[config.mk]
export PLATFORM = sky130hd
export DESIGN_NAME = i2c_msg_seq
export DESIGN_NICKNAME = d
export VERILOG_FILES = /design/src/rtl/i2c_seq_pkg.sv /design/src/rtl/i2c_seq_cfg_check.sv /design/src/rtl/i2c_seq_shifter.sv /design/src/rtl/i2c_msg_seq.sv
export SDC_FILE = /design/constraint.sdc
export NUM_CORES = 1
export LEC_CHECK = 0
export BUFFER_PORTS_ARGS = -buffer_cell sky130_fd_sc_hd__buf_4
export CORE_ASPECT_RATIO = 1.75
export CORE_MARGIN = 2
export CORE_UTILIZATION = 50
export DETAILED_ROUTE_END_ITERATION = 8
export PLACE_DENSITY = 0.76
export SLEW_MARGIN = 20
export SYNTH_ARGS = -nofsm -noshare
export SYNTH_HDL_FRONTEND = slang
export SYNTH_SLANG_ARGS = --single-unit
export TNS_END_PERCENT = 20
[constraint.sdc]
create_clock -name clk -period 4.55 [get_ports clk]
set_input_delay 0.2275 -clock clk [delete_from_list [all_inputs] [get_ports clk]]
set_output_delay 0.2275 -clock clk [all_outputs]
set_load 0.05 [all_outputs]
[src/rtl/i2c_seq_pkg.sv]
package i2c_seq_pkg;

    typedef enum logic [2:0] {
        OP_RELEASE = 3'd0,
        OP_START   = 3'd1,
        OP_RSTART  = 3'd2,
        OP_STOP    = 3'd3,
        OP_WRBIT   = 3'd4,
        OP_RDBIT   = 3'd5
    } bus_op_e;

    typedef enum logic [3:0] {
        ST_IDLE,
        ST_REL,
        ST_STOP,
        ST_START,
        ST_GETMSG,
        ST_DATA,
        ST_WFETCH,
        ST_WBITS,
        ST_ACKR,
        ST_RBITS,
        ST_ACKW,
        ST_FIN
    } seq_st_e;

    localparam logic [1:0] SPD_STANDARD = 2'd1;
    localparam logic [1:0] SPD_FAST     = 2'd2;

endpackage

[src/rtl/i2c_seq_cfg_check.sv]
module i2c_seq_cfg_check
    import i2c_seq_pkg::*;
(
    input  logic       ten_bit,
    input  logic [1:0] speed,
    output logic       unsupported
);
    logic speed_ok;

    always_comb begin
        speed_ok    = (speed == SPD_STANDARD) || (speed == SPD_FAST);
        unsupported = ten_bit || !speed_ok;
    end
endmodule

[src/rtl/i2c_seq_shifter.sv]
module i2c_seq_shifter #(
    parameter int W = 8
) (
    input  logic         clk,
    input  logic         rst_n,
    input  logic         load,
    input  logic [W-1:0] load_val,
    input  logic         shift,
    input  logic         in_bit,
    output logic [W-1:0] q,
    output logic         last
);
    localparam int CW = $clog2(W);

    logic [W-1:0]  q_d, q_q;
    logic [CW-1:0] c_d, c_q;

    always_comb begin
        q_d = q_q;
        c_d = c_q;
        if (load) begin
            q_d = load_val;
            c_d = '0;
        end else if (shift) begin
            q_d = {q_q[W-2:0], in_bit};
            c_d = c_q + 1'b1;
        end
    end

    always_ff @(posedge clk or negedge rst_n) begin
        if (!rst_n) begin
            q_q <= '0;
            c_q <= '0;
        end else begin
            q_q <= q_d;
            c_q <= c_d;
        end
    end

    assign q    = q_q;
    assign last = (c_q == CW'(W - 1));
endmodule

[src/rtl/i2c_msg_seq.sv]
module i2c_msg_seq
    import i2c_seq_pkg::*;
#(
    parameter int AW = 7,
    parameter int NW = 4,
    parameter int LW = 8,
    parameter int DW = 8
) (
    input  logic          clk,
    input  logic          rst_n,
    input  logic          cfg_ten_bit,
    input  logic [1:0]    cfg_speed,
    output logic          cfg_unsupported,
    input  logic          xfer_start,
    input  logic [AW-1:0] xfer_addr,
    input  logic [NW-1:0] xfer_nmsg,
    output logic          busy,
    output logic          xfer_done,
    output logic          xfer_ok,
    input  logic          msg_valid,
    output logic          msg_ready,
    input  logic          msg_read,
    input  logic          msg_restart,
    input  logic          msg_stop,
    input  logic [LW-1:0] msg_len,
    input  logic          wr_valid,
    output logic          wr_ready,
    input  logic [DW-1:0] wr_data,
    output logic          rd_valid,
    output logic [DW-1:0] rd_data,
    output logic          cmd_valid,
    output logic [2:0]    cmd_op,
    output logic          cmd_bit,
    input  logic          cmd_done,
    input  logic          cmd_rbit
);
    localparam int ABW = AW + 1;

    typedef struct packed {
        seq_st_e       st;
        logic [AW-1:0] addr;
        logic [NW-1:0] msgs;
        logic [LW-1:0] bytes;
        logic          rd;
        logic          stp;
        logic          rs;
        logic          apend;
        logic          isaddr;
        logic          err;
        logic          done;
        logic          ok;
        logic          rdv;
    } seq_t;

    seq_t          r_q, r_d;
    bus_op_e       op;
    logic          sh_load, sh_shift, sh_in, sh_last;
    logic [DW-1:0] sh_val, sh_q;

    i2c_seq_cfg_check u_cfg (
        .ten_bit     (cfg_ten_bit),
        .speed       (cfg_speed),
        .unsupported (cfg_unsupported)
    );

    i2c_seq_shifter #(.W(DW)) u_shift (
        .clk      (clk),
        .rst_n    (rst_n),
        .load     (sh_load),
        .load_val (sh_val),
        .shift    (sh_shift),
        .in_bit   (sh_in),
        .q        (sh_q),
        .last     (sh_last)
    );

    always_comb begin
        r_d       = r_q;
        r_d.done  = 1'b0;
        r_d.rdv   = 1'b0;
        sh_load   = 1'b0;
        sh_val    = '0;
        sh_shift  = 1'b0;
        sh_in     = 1'b0;
        msg_ready = 1'b0;
        wr_ready  = 1'b0;
        cmd_valid = 1'b0;
        op        = OP_RELEASE;
        cmd_bit   = 1'b0;
        unique case (r_q.st)
            ST_IDLE: begin
                if (xfer_start) begin
                    r_d.addr = xfer_addr;
                    r_d.err  = 1'b0;
                    if (xfer_nmsg == '0) begin
                        r_d.done = 1'b1;
                        r_d.ok   = 1'b1;
                    end else begin
                        r_d.msgs = xfer_nmsg;
                        r_d.st   = ST_REL;
                    end
                end
            end
            ST_REL: begin
                cmd_valid = 1'b1;
                op        = OP_RELEASE;
                if (cmd_done) r_d.st = ST_STOP;
            end
            ST_STOP: begin
                cmd_valid = 1'b1;
                op        = OP_STOP;
                if (cmd_done) begin
                    r_d.st = ST_START;
                    r_d.rs = 1'b0;
                end
            end
            ST_START: begin
                cmd_valid = 1'b1;
                op        = r_q.rs ? OP_RSTART : OP_START;
                if (cmd_done) begin
                    if (r_q.rs) begin
                        r_d.st = ST_WBITS;
                    end else begin
                        r_d.st    = ST_GETMSG;
                        r_d.apend = 1'b1;
                    end
                end
            end
            ST_GETMSG: begin
                msg_ready = 1'b1;
                if (msg_valid) begin
                    r_d.rd     = msg_read;
                    r_d.bytes  = msg_len;
                    r_d.stp    = msg_stop;
                    r_d.isaddr = 1'b1;
                    sh_load    = 1'b1;
                    sh_val     = DW'(ABW'({r_q.addr, msg_read}));
                    if (r_q.apend) begin
                        r_d.apend = 1'b0;
                        r_d.st    = ST_WBITS;
                    end else if (msg_restart) begin
                        r_d.rs = 1'b1;
                        r_d.st = ST_START;
                    end else begin
                        r_d.isaddr = 1'b0;
                        r_d.st     = ST_DATA;
                    end
                end
            end
            ST_DATA: begin
                if (r_q.bytes == '0) begin
                    if (r_q.msgs == NW'(1)) begin
                        r_d.st = ST_FIN;
                    end else begin
                        r_d.msgs = r_q.msgs - 1'b1;
                        r_d.st   = r_q.stp ? ST_STOP : ST_GETMSG;
                    end
                end else if (r_q.rd) begin
                    sh_load = 1'b1;
                    r_d.st  = ST_RBITS;
                end else begin
                    r_d.st = ST_WFETCH;
                end
            end
            ST_WFETCH: begin
                wr_ready = 1'b1;
                if (wr_valid) begin
                    sh_load    = 1'b1;
                    sh_val     = wr_data;
                    r_d.isaddr = 1'b0;
                    r_d.st     = ST_WBITS;
                end
            end
            ST_WBITS: begin
                cmd_valid = 1'b1;
                op        = OP_WRBIT;
                cmd_bit   = sh_q[DW-1];
                if (cmd_done) begin
                    sh_shift = 1'b1;
                    if (sh_last) r_d.st = ST_ACKR;
                end
            end
            ST_ACKR: begin
                cmd_valid = 1'b1;
                op        = OP_RDBIT;
                if (cmd_done) begin
                    if (cmd_rbit) begin
                        r_d.err = 1'b1;
                        r_d.st  = ST_FIN;
                    end else begin
                        if (!r_q.isaddr) r_d.bytes = r_q.bytes - 1'b1;
                        r_d.isaddr = 1'b0;
                        r_d.st     = ST_DATA;
                    end
                end
            end
            ST_RBITS: begin
                cmd_valid = 1'b1;
                op        = OP_RDBIT;
                if (cmd_done) begin
                    sh_shift = 1'b1;
                    sh_in    = cmd_rbit;
                    if (sh_last) begin
                        r_d.bytes = r_q.bytes - 1'b1;
                        r_d.rdv   = 1'b1;
                        r_d.st    = ST_ACKW;
                    end
                end
            end
            ST_ACKW: begin
                cmd_valid = 1'b1;
                op        = OP_WRBIT;
                cmd_bit   = (r_q.bytes == '0);
                if (cmd_done) r_d.st = ST_DATA;
            end
            ST_FIN: begin
                cmd_valid = 1'b1;
                op        = OP_STOP;
                if (cmd_done) begin
                    r_d.st   = ST_IDLE;
                    r_d.done = 1'b1;
                    r_d.ok   = !r_q.err;
                end
            end
            default: r_d.st = ST_IDLE;
        endcase
    end

    always_ff @(posedge clk or negedge rst_n) begin
        if (!rst_n) r_q <= '0;
        else        r_q <= r_d;
    end

    assign cmd_op    = op;
    assign busy      = (r_q.st != ST_IDLE);
    assign xfer_done = r_q.done;
    assign xfer_ok   = r_q.ok;
    assign rd_valid  = r_q.rdv;
    assign rd_data   = sh_q;
endmodule

==> impl_metrics.tcl, run 1 <==
set metrics [dict create \
    grt-ovfl-total 0 \
    chipHeight_um 103 \
    cts_buffers 5 \
    crit_required_ns 4.77 \
    insertion_delay_ns 0.30 \
    root_buffer "clkbuf_8" \
    path_max_fanout 29 \
    firstDrtPassIters 5 \
    ys_seq_area_frac 0.385 \
    final-setup-viol-count 0 \
    rows 36 \
    worstHoldStart "xfer_addr[4]" \
    clk_pin_slew_ns 0.09 \
    core_mm2 0.00550 \
    arrival_ns 2.83 \
    grt_max_degree 44 \
    r2r_setup_slack_ns 1.93 \
    avgRoutedWirePerCell_um 16.6 \
    regArea_mm2 0.00108 \
    drtAntennaViolNets 0 \
    vdd_ir_drop_max_mv 0.340 \
    viasPerCell 5.78 \
    cts_tree "built" \
    r2r-end "u_shift.q[1]$_DFFE_PN0P_" \
    drt_wl_total_mm 6.85 \
    worst_pin_slew_ns 0.899 \
    start_util 0.508 \
    p_leak_nw 1.44 \
    synth_top_area_frac 0.385 \
    endpoint_kind "register" \
    maxCapViolCount 0 \
    finalNonFillerCells 414 \
    dieWidth_um 60.5 \
    max_freq_mhz 382 \
    yosysMostFrequentCell "dfrtp_1" \
    async_flop_share 1.00 \
    hold_depth 2 \
    io_pins 60 \
    die_area_mm2 0.00622 \
    ys.flop_type "dfrtp_1" \
    areaGrowthSynthToFinish_pct 20.0 \
    drt_iter0_markers 110 \
    worst_hold_path_type "in -> reg" \
    reg2reg_from "r_q[29]$_DFFE_PN0P_" \
    clockBufferDepth 2 \
    drive_above_1_share 0.287 \
    hold_viol_final 0 \
    ys_ff_latch 43 \
    fin_crit_sh 0.575 \
    synth_fp_nets 333 \
    ys_types 65 \
    ys_top_cells_by_area "dfrtp_1 39%, a21oi_1 4.7%, mux2i_1 4.3%" \
    gp_congestion 0.899 \
    grt_pass1_wl_mm 11.1 \
    grt_antenna_before_repair 0 \
    nets 382 \
    rsz0062_at_grt "false" \
    relSlewSlack 0.400 \
    port_buffers 59 \
    min_period_ns 2.62 \
    multiInputGateArea_mm2 0.00159 \
    fillers 516 \
    worst-r2r-cell-count 5 \
    grt_util_all_layers 0.235 \
    yosys.area.top_type "dfrtp_1" \
    ys_warn_count 0 \
    place_inst 405 \
    drv_slew 0 \
    p_per_area_mw_per_mm2 726 \
    htreeDepth 2 \
    hold_path_end "r_q[25]$_DFFE_PN0P_" \
    avgSynthCellArea_um2 9.69 \
    place_hpwl_mm 5.31 \
    fin_tns_setup_ns 0 \
    num_vias 2392 \
    synth_common_cells "43 x dfrtp_1, 26 x a21oi_1, 18 x o21ai_0" \
    worstSetupPathType "reg -> reg" \
    n_antenna_cell 0 \
    fin_skew_ns 0.0134 \
    grt_pass1_vias 2374 \
    cts.sinks 43 \
    synthCells 288 \
    status "finished, final reports clean" \
    drc 0 \
    critPathLaunchType "register" \
    syn_area_mm2 0.00279 \
    hold_slack_ns 0.151 \
    synth_edf_count 0 \
]
cells by family (layout without fill, tap and decap cells):
kind of cell	count (synthesis)	count (layout)	synth area share
simple gates	92	92	0.202
mux	21	21	0.0793
xor+xnor	2	2	0.00628
compound gates	100	100	0.259
flops	43	43	0.385
fa+ha+maj	5	5	0.0224
buf+inv	25	75	0.0462
worst max path at each step:
stage | from | endpoint | slack, ns | cells past startpoint
6_report | r_q[29]$_DFFE_PN0P_ | u_shift.q[1]$_DFFE_PN0P_ | 1.93 | 5
5_1_grt | r_q[29]$_DFFE_PN0P_ | u_shift.q[2]$_DFFE_PN0P_ | 1.68 | 5
4_1_cts | r_q[29]$_DFFE_PN0P_ | u_shift.q[1]$_DFFE_PN0P_ | 1.97 | 5
3_5_place_dp | r_q[29]$_DFFE_PN0P_ | u_shift.q[3]$_DFFE_PN0P_ | 1.99 | 5
3_3_place_gp | r_q[29]$_DFFE_PN0P_ | u_shift.q[1]$_DFFE_PN0P_ | 2.11 | 5
2_1_floorplan | r_q[29]$_DFFE_PN0P_ | cmd_op[1] | 1.76 | 4
per-stage QoR:
stage / total power, mW / util / area, um^2 / worst slack [ns]
6_report: 2.43 / 0.610 / 3350 / 1.93
5_1_grt: 2.61 / 0.610 / 3350 / 1.68
4_1_cts: 2.44 / 0.610 / 3350 / 1.97
3_5_place_dp: 2.14 / 0.587 / 3230 / 1.99
3_3_place_gp: 2.11 / 0.587 / 3230 / 2.11
2_1_floorplan: 1.82 / - / 2790 / 1.76
layer usage:
metal  global-route usage  routed length (um)  vias up
li1                     -                   -     1171
met1                0.255                2580     1132
met2                0.452                3810       72
met3               0.0289                 260       17
met4               0.0786                 202        0
met5                    0                   0        -
flip-flops by register name, summed over array words and instances (netlist names):
name and cells:
xfer_ok 1, rd_valid 1, u_shift.c_q 3, u_shift.q 8, xfer_done 1, r_q 29
what timing repair did:
item	4_1_cts	5_1_grt
hold buffers	1	0
resized for setup	0	0
setup buffers	0	0
endpoints found under the hold margin	43	0
report_power, final:
part / switching (mW) / total, mW / internal [mW]
Combinational: 0.799 / 1.32 / 0.524
Clock: 0.137 / 0.300 / 0.164
Sequential: 0.257 / 0.808 / 0.551
area by class of cell:
class | instances | share of cell area
sequential | 43 | 0.321
clock inverter | 3 | 0.0131
tap | 76 | 0.0284
multi-input combinational | 220 | 0.474
clock buffer | 5 | 0.0205
inverter | 7 | 0.00784
timing repair buffer | 60 | 0.135
critical path: stages, from the launching register on:
cell      delay (ns)
dfrtp_1         0.94
nor2_1          0.14
and3_1          0.42
a311oi_4        0.77
a221oi_1        0.10
a21oi_1         0.16
cells in the final DEF, fill, tap and decap left out, drive strengths merged, types with 6 or more instances in the layout:
master,n
nor2b,6
mux2i,12
dfrtp,43
inv,7
a31oi,6
nand2b,9
nand3,8
a21oi,30
nor3,8
and2,6
buf,59
a221oi,7
mux2,9
nand2,17
o21ai,28
nor2,18
No activity file was read; power rests on OpenSTA's default activity.
==> run 2: changes to the inputs <==
--- a/config.mk
+++ b/config.mk
@@ -10,7 +10,7 @@
 export CORE_MARGIN = 2
 export CORE_UTILIZATION = 50
 export DETAILED_ROUTE_END_ITERATION = 8
-export PLACE_DENSITY = 0.76
+export PLACE_DENSITY = 0.79
 export SLEW_MARGIN = 20
 export SYNTH_ARGS = -nofsm -noshare
 export SYNTH_HDL_FRONTEND = slang
==> constraint.sdc (replaced) <==
create_clock -name clk -period 2.25 [get_ports clk]
set_input_delay 0.1125 -clock clk [delete_from_list [all_inputs] [get_ports clk]]
set_output_delay 0.1125 -clock clk [all_outputs]
set_load 0.05 [all_outputs]
==> run 2 against run 1 <==
Against the previous run: sequential power rose by 89%; fmax increased by 21%; via count up 6.2%; routed wire length up 4.2%; worst hold slack worse by 0.12 ns; core utilization grew 2.9 points; register-to-register slack got worse by 1.8 ns; critical path depth up 2; critical path type unchanged.
==> impl_metrics.tcl, run 2 (synthesis gave the netlist of run 1 again) <==
set metrics [dict create \
    final_common_cell "buf_4" \
    p_per_area_mw_per_mm2 1480 \
    num_vias 2541 \
    drt_iter0_markers 138 \
    grt_pass1_vias 2563 \
    min_period_ns 2.15 \
    nets 400 \
    grt_max_degree 44 \
    viasPerCell 5.88 \
    n_antenna_cell 0 \
    worst_pin_slew_ns 0.551 \
    port_buffers 59 \
    drive_above_1_share 0.331 \
    final-setup-viol-count 0 \
    path_max_fanout 7 \
    place_inst 423 \
    grt_util_all_layers 0.246 \
    max_freq_mhz 464 \
    final_cell_mix "76 x buf_4, 42 x dfrtp_1, 26 x a21oi_1" \
    worst-r2r-cell-count 7 \
    p_leak_nw 1.54 \
    endpoint_kind "register" \
    die_area_mm2 0.00622 \
    clk_pin_slew_ns 0.09 \
    dieWidth_um 60.5 \
    gp_congestion 0.846 \
    drtAntennaViolNets 0 \
    cts_tree "built" \
    grt_antenna_before_repair 0 \
    io_pins 60 \
    areaGrowthSynthToFinish_pct 25.7 \
    r2r-end "r_q[29]$_DFFE_PN0P_" \
    grt-ovfl-total 0 \
    rows 36 \
    hold_viol_final 0 \
    clockBufferDepth 2 \
    fin_tns_setup_ns 0 \
    r2r_setup_slack_ns 0.1 \
    worstSetupPathType "reg -> reg" \
    drv_slew 0 \
    critPathLaunchType "register" \
    insertion_delay_ns 0.30 \
    drc 0 \
    avgRoutedWirePerCell_um 16.5 \
    status "finished, final reports clean" \
    maxCapViolCount 0 \
    finalNonFillerCells 432 \
    cts.sinks 43 \
    firstDrtPassIters 4 \
    vdd_ir_drop_max_mv 0.806 \
    cp-startpoint "u_shift.c_q[0]$_DFFE_PN0P_" \
    arrival_ns 2.40 \
    rsz0062_at_grt "false" \
    cts_buffers 5 \
    worstSetupEndpoint "r_q[29]$_DFFE_PN0P_" \
    drt_wl_total_mm 7.14 \
    finalWorstSetupSlack_ns 0.0952 \
    root_buffer "clkbuf_8" \
    regMostFlops "r_q" \
    relSlewSlack 0.632 \
    p_total_mw 5.20 \
    fin_crit_sh 0.958 \
    place_hpwl_mm 5.31 \
    grt_pass1_wl_mm 11.6 \
    reg2reg_from "u_shift.c_q[0]$_DFFE_PN0P_" \
    hold_slack_ns 0.0323 \
    dp_slack_ns 0.0988 \
    core_mm2 0.00550 \
    worst_hold_path_type "in -> reg" \
    htreeDepth 2 \
    fin_skew_ns 0.00734 \
    largest_register_ffs 29 \
    crit_required_ns 2.49 \
    chipHeight_um 103 \
    start_util 0.508 \
]
## run 2: cell count changes in the layout (fill, tap and decap cells not counted)
cell	before	now
buf_12	0	1
buf_4	59	76
dfrtp_1	43	42
dfrtp_2	0	1
nor3b_1	2	1
nor3b_2	2	3
nor4b_1	1	0
nor4b_2	0	1
## run 2: layer usage
metal / global-route usage / routed length, um
met1: 0.275 / 2670
met2: 0.431 / 3940
met3: 0.0414 / 292
met4: 0.132 / 236
met5: 0 / 0
## run 2: where the power goes
group / internal (mW) / total (mW) / switching, mW
combinational: 1.23 / 3.05 / 1.82
clock: 0.331 / 0.617 / 0.286
sequential: 1.12 / 1.53 / 0.409
total: 2.68 / 5.20 / 2.52
## run 2: critical path, cell delays in order, from the launching register on
cell       delay, ns
dfrtp_1         0.41
ha_1            0.20
ha_1            0.21
or3b_1          0.41
a2111oi_4       0.42
nor4_4          0.13
a21oi_1         0.19
o22a_1          0.14
## run 2: cell type report
cell class                 instances  area, um^2
multi-input combinational        220        1600
tap                               76        95.1
inverter                           7        26.3
clock inverter                     3        43.8
sequential                        43        1080
fill                             473        1990
timing repair buffer              78         601
clock buffer                       5        68.8
## run 2: worst min-delay path by stage
stage / startpoint / end / slack (ns) / cells after the start
after floorplan: rst_n / r_q[10]$_DFFE_PN0P_ / -0.18 / 0
after detailed placement: rst_n / r_q[4]$_DFFE_PN0P_ / 0.14 / 1
after global routing: xfer_addr[4] / r_q[25]$_DFFE_PN0P_ / 0.04 / 2
final: msg_read / r_q[8]$_DFFE_PN0P_ / 0.03 / 2
after global placement: rst_n / r_q[4]$_DFFE_PN0P_ / 0.13 / 1
after CTS: msg_read / r_q[8]$_DFFE_PN0P_ / 0.03 / 2
## run 2: timing repair
item                                    in CTS  in global routing
hold buffers                                 1                  0
endpoints found under the setup margin       1                  4
endpoints found under the hold margin       43                  0
buffers inserted                             0                  0
resized for setup                            1                  1
## run 2: stage by stage
stage | utilization | cell area (um^2)
6_report | 0.639 | 3510
5_1_grt | 0.639 | 3510
3_3_place_gp | 0.615 | 3380
4_1_cts | 0.638 | 3510
2_1_floorplan | - | 2800
3_5_place_dp | 0.615 | 3380
==> run 3: changes to the inputs <==
--- a/config.mk
+++ b/config.mk
@@ -6,11 +6,13 @@
 export NUM_CORES = 1
 export LEC_CHECK = 0
 export BUFFER_PORTS_ARGS = -buffer_cell sky130_fd_sc_hd__buf_4
+export CELL_PAD_IN_SITES_DETAIL_PLACEMENT = 2
+export CELL_PAD_IN_SITES_GLOBAL_PLACEMENT = 2
 export CORE_ASPECT_RATIO = 1.75
 export CORE_MARGIN = 2
-export CORE_UTILIZATION = 50
+export CORE_UTILIZATION = 30
 export DETAILED_ROUTE_END_ITERATION = 8
-export PLACE_DENSITY = 0.79
+export PLACE_DENSITY = 0.77
 export SLEW_MARGIN = 20
 export SYNTH_ARGS = -nofsm -noshare
 export SYNTH_HDL_FRONTEND = slang
==> constraint.sdc (replaced) <==
create_clock -name clk -period 2.25 [get_ports clk]
set_input_delay 0.225 -clock clk [delete_from_list [all_inputs] [get_ports clk]]
set_output_delay 0.225 -clock clk [all_outputs]
set_load 0.05 [all_outputs]
==> run 3 against run 2 <==
Against the previous run: combinational power up 7.9%; clock skew down 0.0023 ns; setup slack worse by 0.013 ns; register-to-register slack better by 0.03 ns; core utilization down 23 points; non-clock buffer count up 8; power up 9.9%; fmax down 0.59%; flip-flop and latch count unchanged; count of clock-buffer cells in the layout up 1.
==> impl_metrics.tcl, run 3 (synthesis gave the netlist of run 1 again) <==
set metrics [dict create \
    status "finished, final reports clean" \
    gp_congestion 0.809 \
    cts_buffers 5 \
    clk_pin_slew_ns 0.07 \
    fillers 1026 \
    grt_max_degree 44 \
    grt-ovfl-total 0 \
    rsz0062_at_grt "true" \
    rows 46 \
    finalWorstSetupSlack_ns 0.0824 \
    endpoint_kind "primary output" \
    worst_pin_slew_ns 0.615 \
    drv_slew 0 \
    firstDrtPassIters 4 \
    drtAntennaViolNets 0 \
    final_cell_mix "84 x buf_4, 42 x dfrtp_1, 25 x a21oi_1" \
    crit_required_ns 2.03 \
    path_max_fanout 6 \
    final_common_cell "buf_4" \
    p_per_area_mw_per_mm2 1540 \
    critPathLaunchType "register" \
    regArea_mm2 0.00108 \
    nets 408 \
    wl_met1_mm 3.43 \
    dieWidth_um 76.9 \
    worstSetupPathType "reg -> out" \
    multiInputGateArea_mm2 0.00162 \
    n_antenna_cell 0 \
    final-setup-viol-count 0 \
    grt_pass1_vias 2933 \
    die_area_mm2 0.0101 \
    top_layer "met4" \
    num_vias 2626 \
    cts.sinks 43 \
    root_buffer "clkbuf_16" \
    finalNonFillerCells 484 \
    place_inst 475 \
    clockBufferDepth 2 \
    core_mm2 0.00904 \
    htreeDepth 2 \
    grt_util_all_layers 0.202 \
    fin_crit_sh 0.963 \
    fin_skew_ns 0.00504 \
    wl_met3_um 305 \
    insertion_delay_ns 0.30 \
    drc 0 \
    areaGrowthSynthToFinish_pct 32.5 \
    io_pins 60 \
    drt_iter0_markers 70 \
    cts_tree "built" \
    start_util 0.309 \
    arrival_ns 1.94 \
    p_total_mw 5.71 \
    drt_wl_total_mm 9.72 \
    vdd_ir_drop_max_mv 0.482 \
    port_buffers 59 \
    p_leak_nw 1.61 \
    grt_pass1_wl_mm 16.0 \
    avgRoutedWirePerCell_um 20.1 \
    relSlewSlack 0.590 \
    place_hpwl_mm 7.35 \
    hold_slack_ns 0.156 \
    maxCapViolCount 0 \
    regMostFlops "r_q" \
    viasPerCell 5.43 \
    route.met2.wl_mm 5.79 \
    min_period_ns 2.17 \
    max_freq_mhz 461 \
    hold_viol_final 0 \
    post_cts_buffers 0 \
    chipHeight_um 132 \
    grt_antenna_before_repair 0 \
    largest_register_ffs 29 \
    dp_slack_ns 0.0742 \
    worst_hold_path_type "in -> reg" \
    drive_above_1_share 0.360 \
]
-- run 3: changes by cell type in the layout (fill, tap and decap cells not counted), sizes merged --
cell    change
buf         +8
clkbuf      +1
clkinv      -1
-- run 3: worst max-delay path, cell delays in order (launching register included) --
cell and delay, ns:
dfrtp_1 0.45, nor4_4 0.41, nand2_4 0.17, o31ai_2 0.25, and2_1 0.19, buf_6 0.17
-- run 3: cell type report --
type,instances,area share
repair buffers,86,0.176
inverters,7,0.00710
flip-flops and latches,43,0.291
clock inverters,2,0.00947
multi-input cells,220,0.438
well taps,120,0.0406
clock buffers,6,0.0376
-- run 3: stage by stage --
step	setup TNS, ns	instance area, um^2	utilization
finish	0	3700	0.409
global route	0	3700	0.409
CTS	0	3680	0.408
detailed placement	0	3480	0.385
global placement	0	3480	0.385
floorplan	-0.272	2800	-
-- run 3: power by group --
| part | switching, mW | internal [mW] | leakage, nW |
|---|---|---|---|
| logic | 1.98 | 1.31 | 0.984 |
| clock network | 0.331 | 0.553 | 0.0868 |
| registers | 0.421 | 1.12 | 0.535 |
| total | 2.73 | 2.98 | 1.61 |
-- run 3: worst paths after layout --
check | slack (ns) | cells past startpoint | to | start
setup / recovery | 0.08 | 5 | cmd_bit | r_q[15]$_DFFE_PN0P_
hold / removal | 0.16 | 2 | r_q[22]$_DFFE_PN0P_ | xfer_addr[1]
setup reg to reg | 0.13 | 7 | r_q[31]$_DFFE_PN0P_ | u_shift.c_q[0]$_DFFE_PN0P_
hold reg to reg | 0.51 | 1 | r_q[24]$_DFFE_PN0P_ | r_q[24]$_DFFE_PN0P_
max in group asynchronous | 1.32 | 2 | r_q[31]$_DFFE_PN0P_ | rst_n
min in group asynchronous | 0.48 | 2 | r_q[6]$_DFFE_PN0P_ | rst_n
-- run 3: per-layer routing --
layer  vias up  global-route usage
li1       1220                   -
met1      1338               0.208
met2        54               0.399
met3        14              0.0309
met4         0              0.0707
met5         -                   0
-- run 3: what timing repair did --
item,in CTS,in global routing
hold buffers,1,0
endpoints found under the setup margin,1,3
gates resized for setup,4,5
pin swaps,0,3
endpoints found under the hold margin,43,0
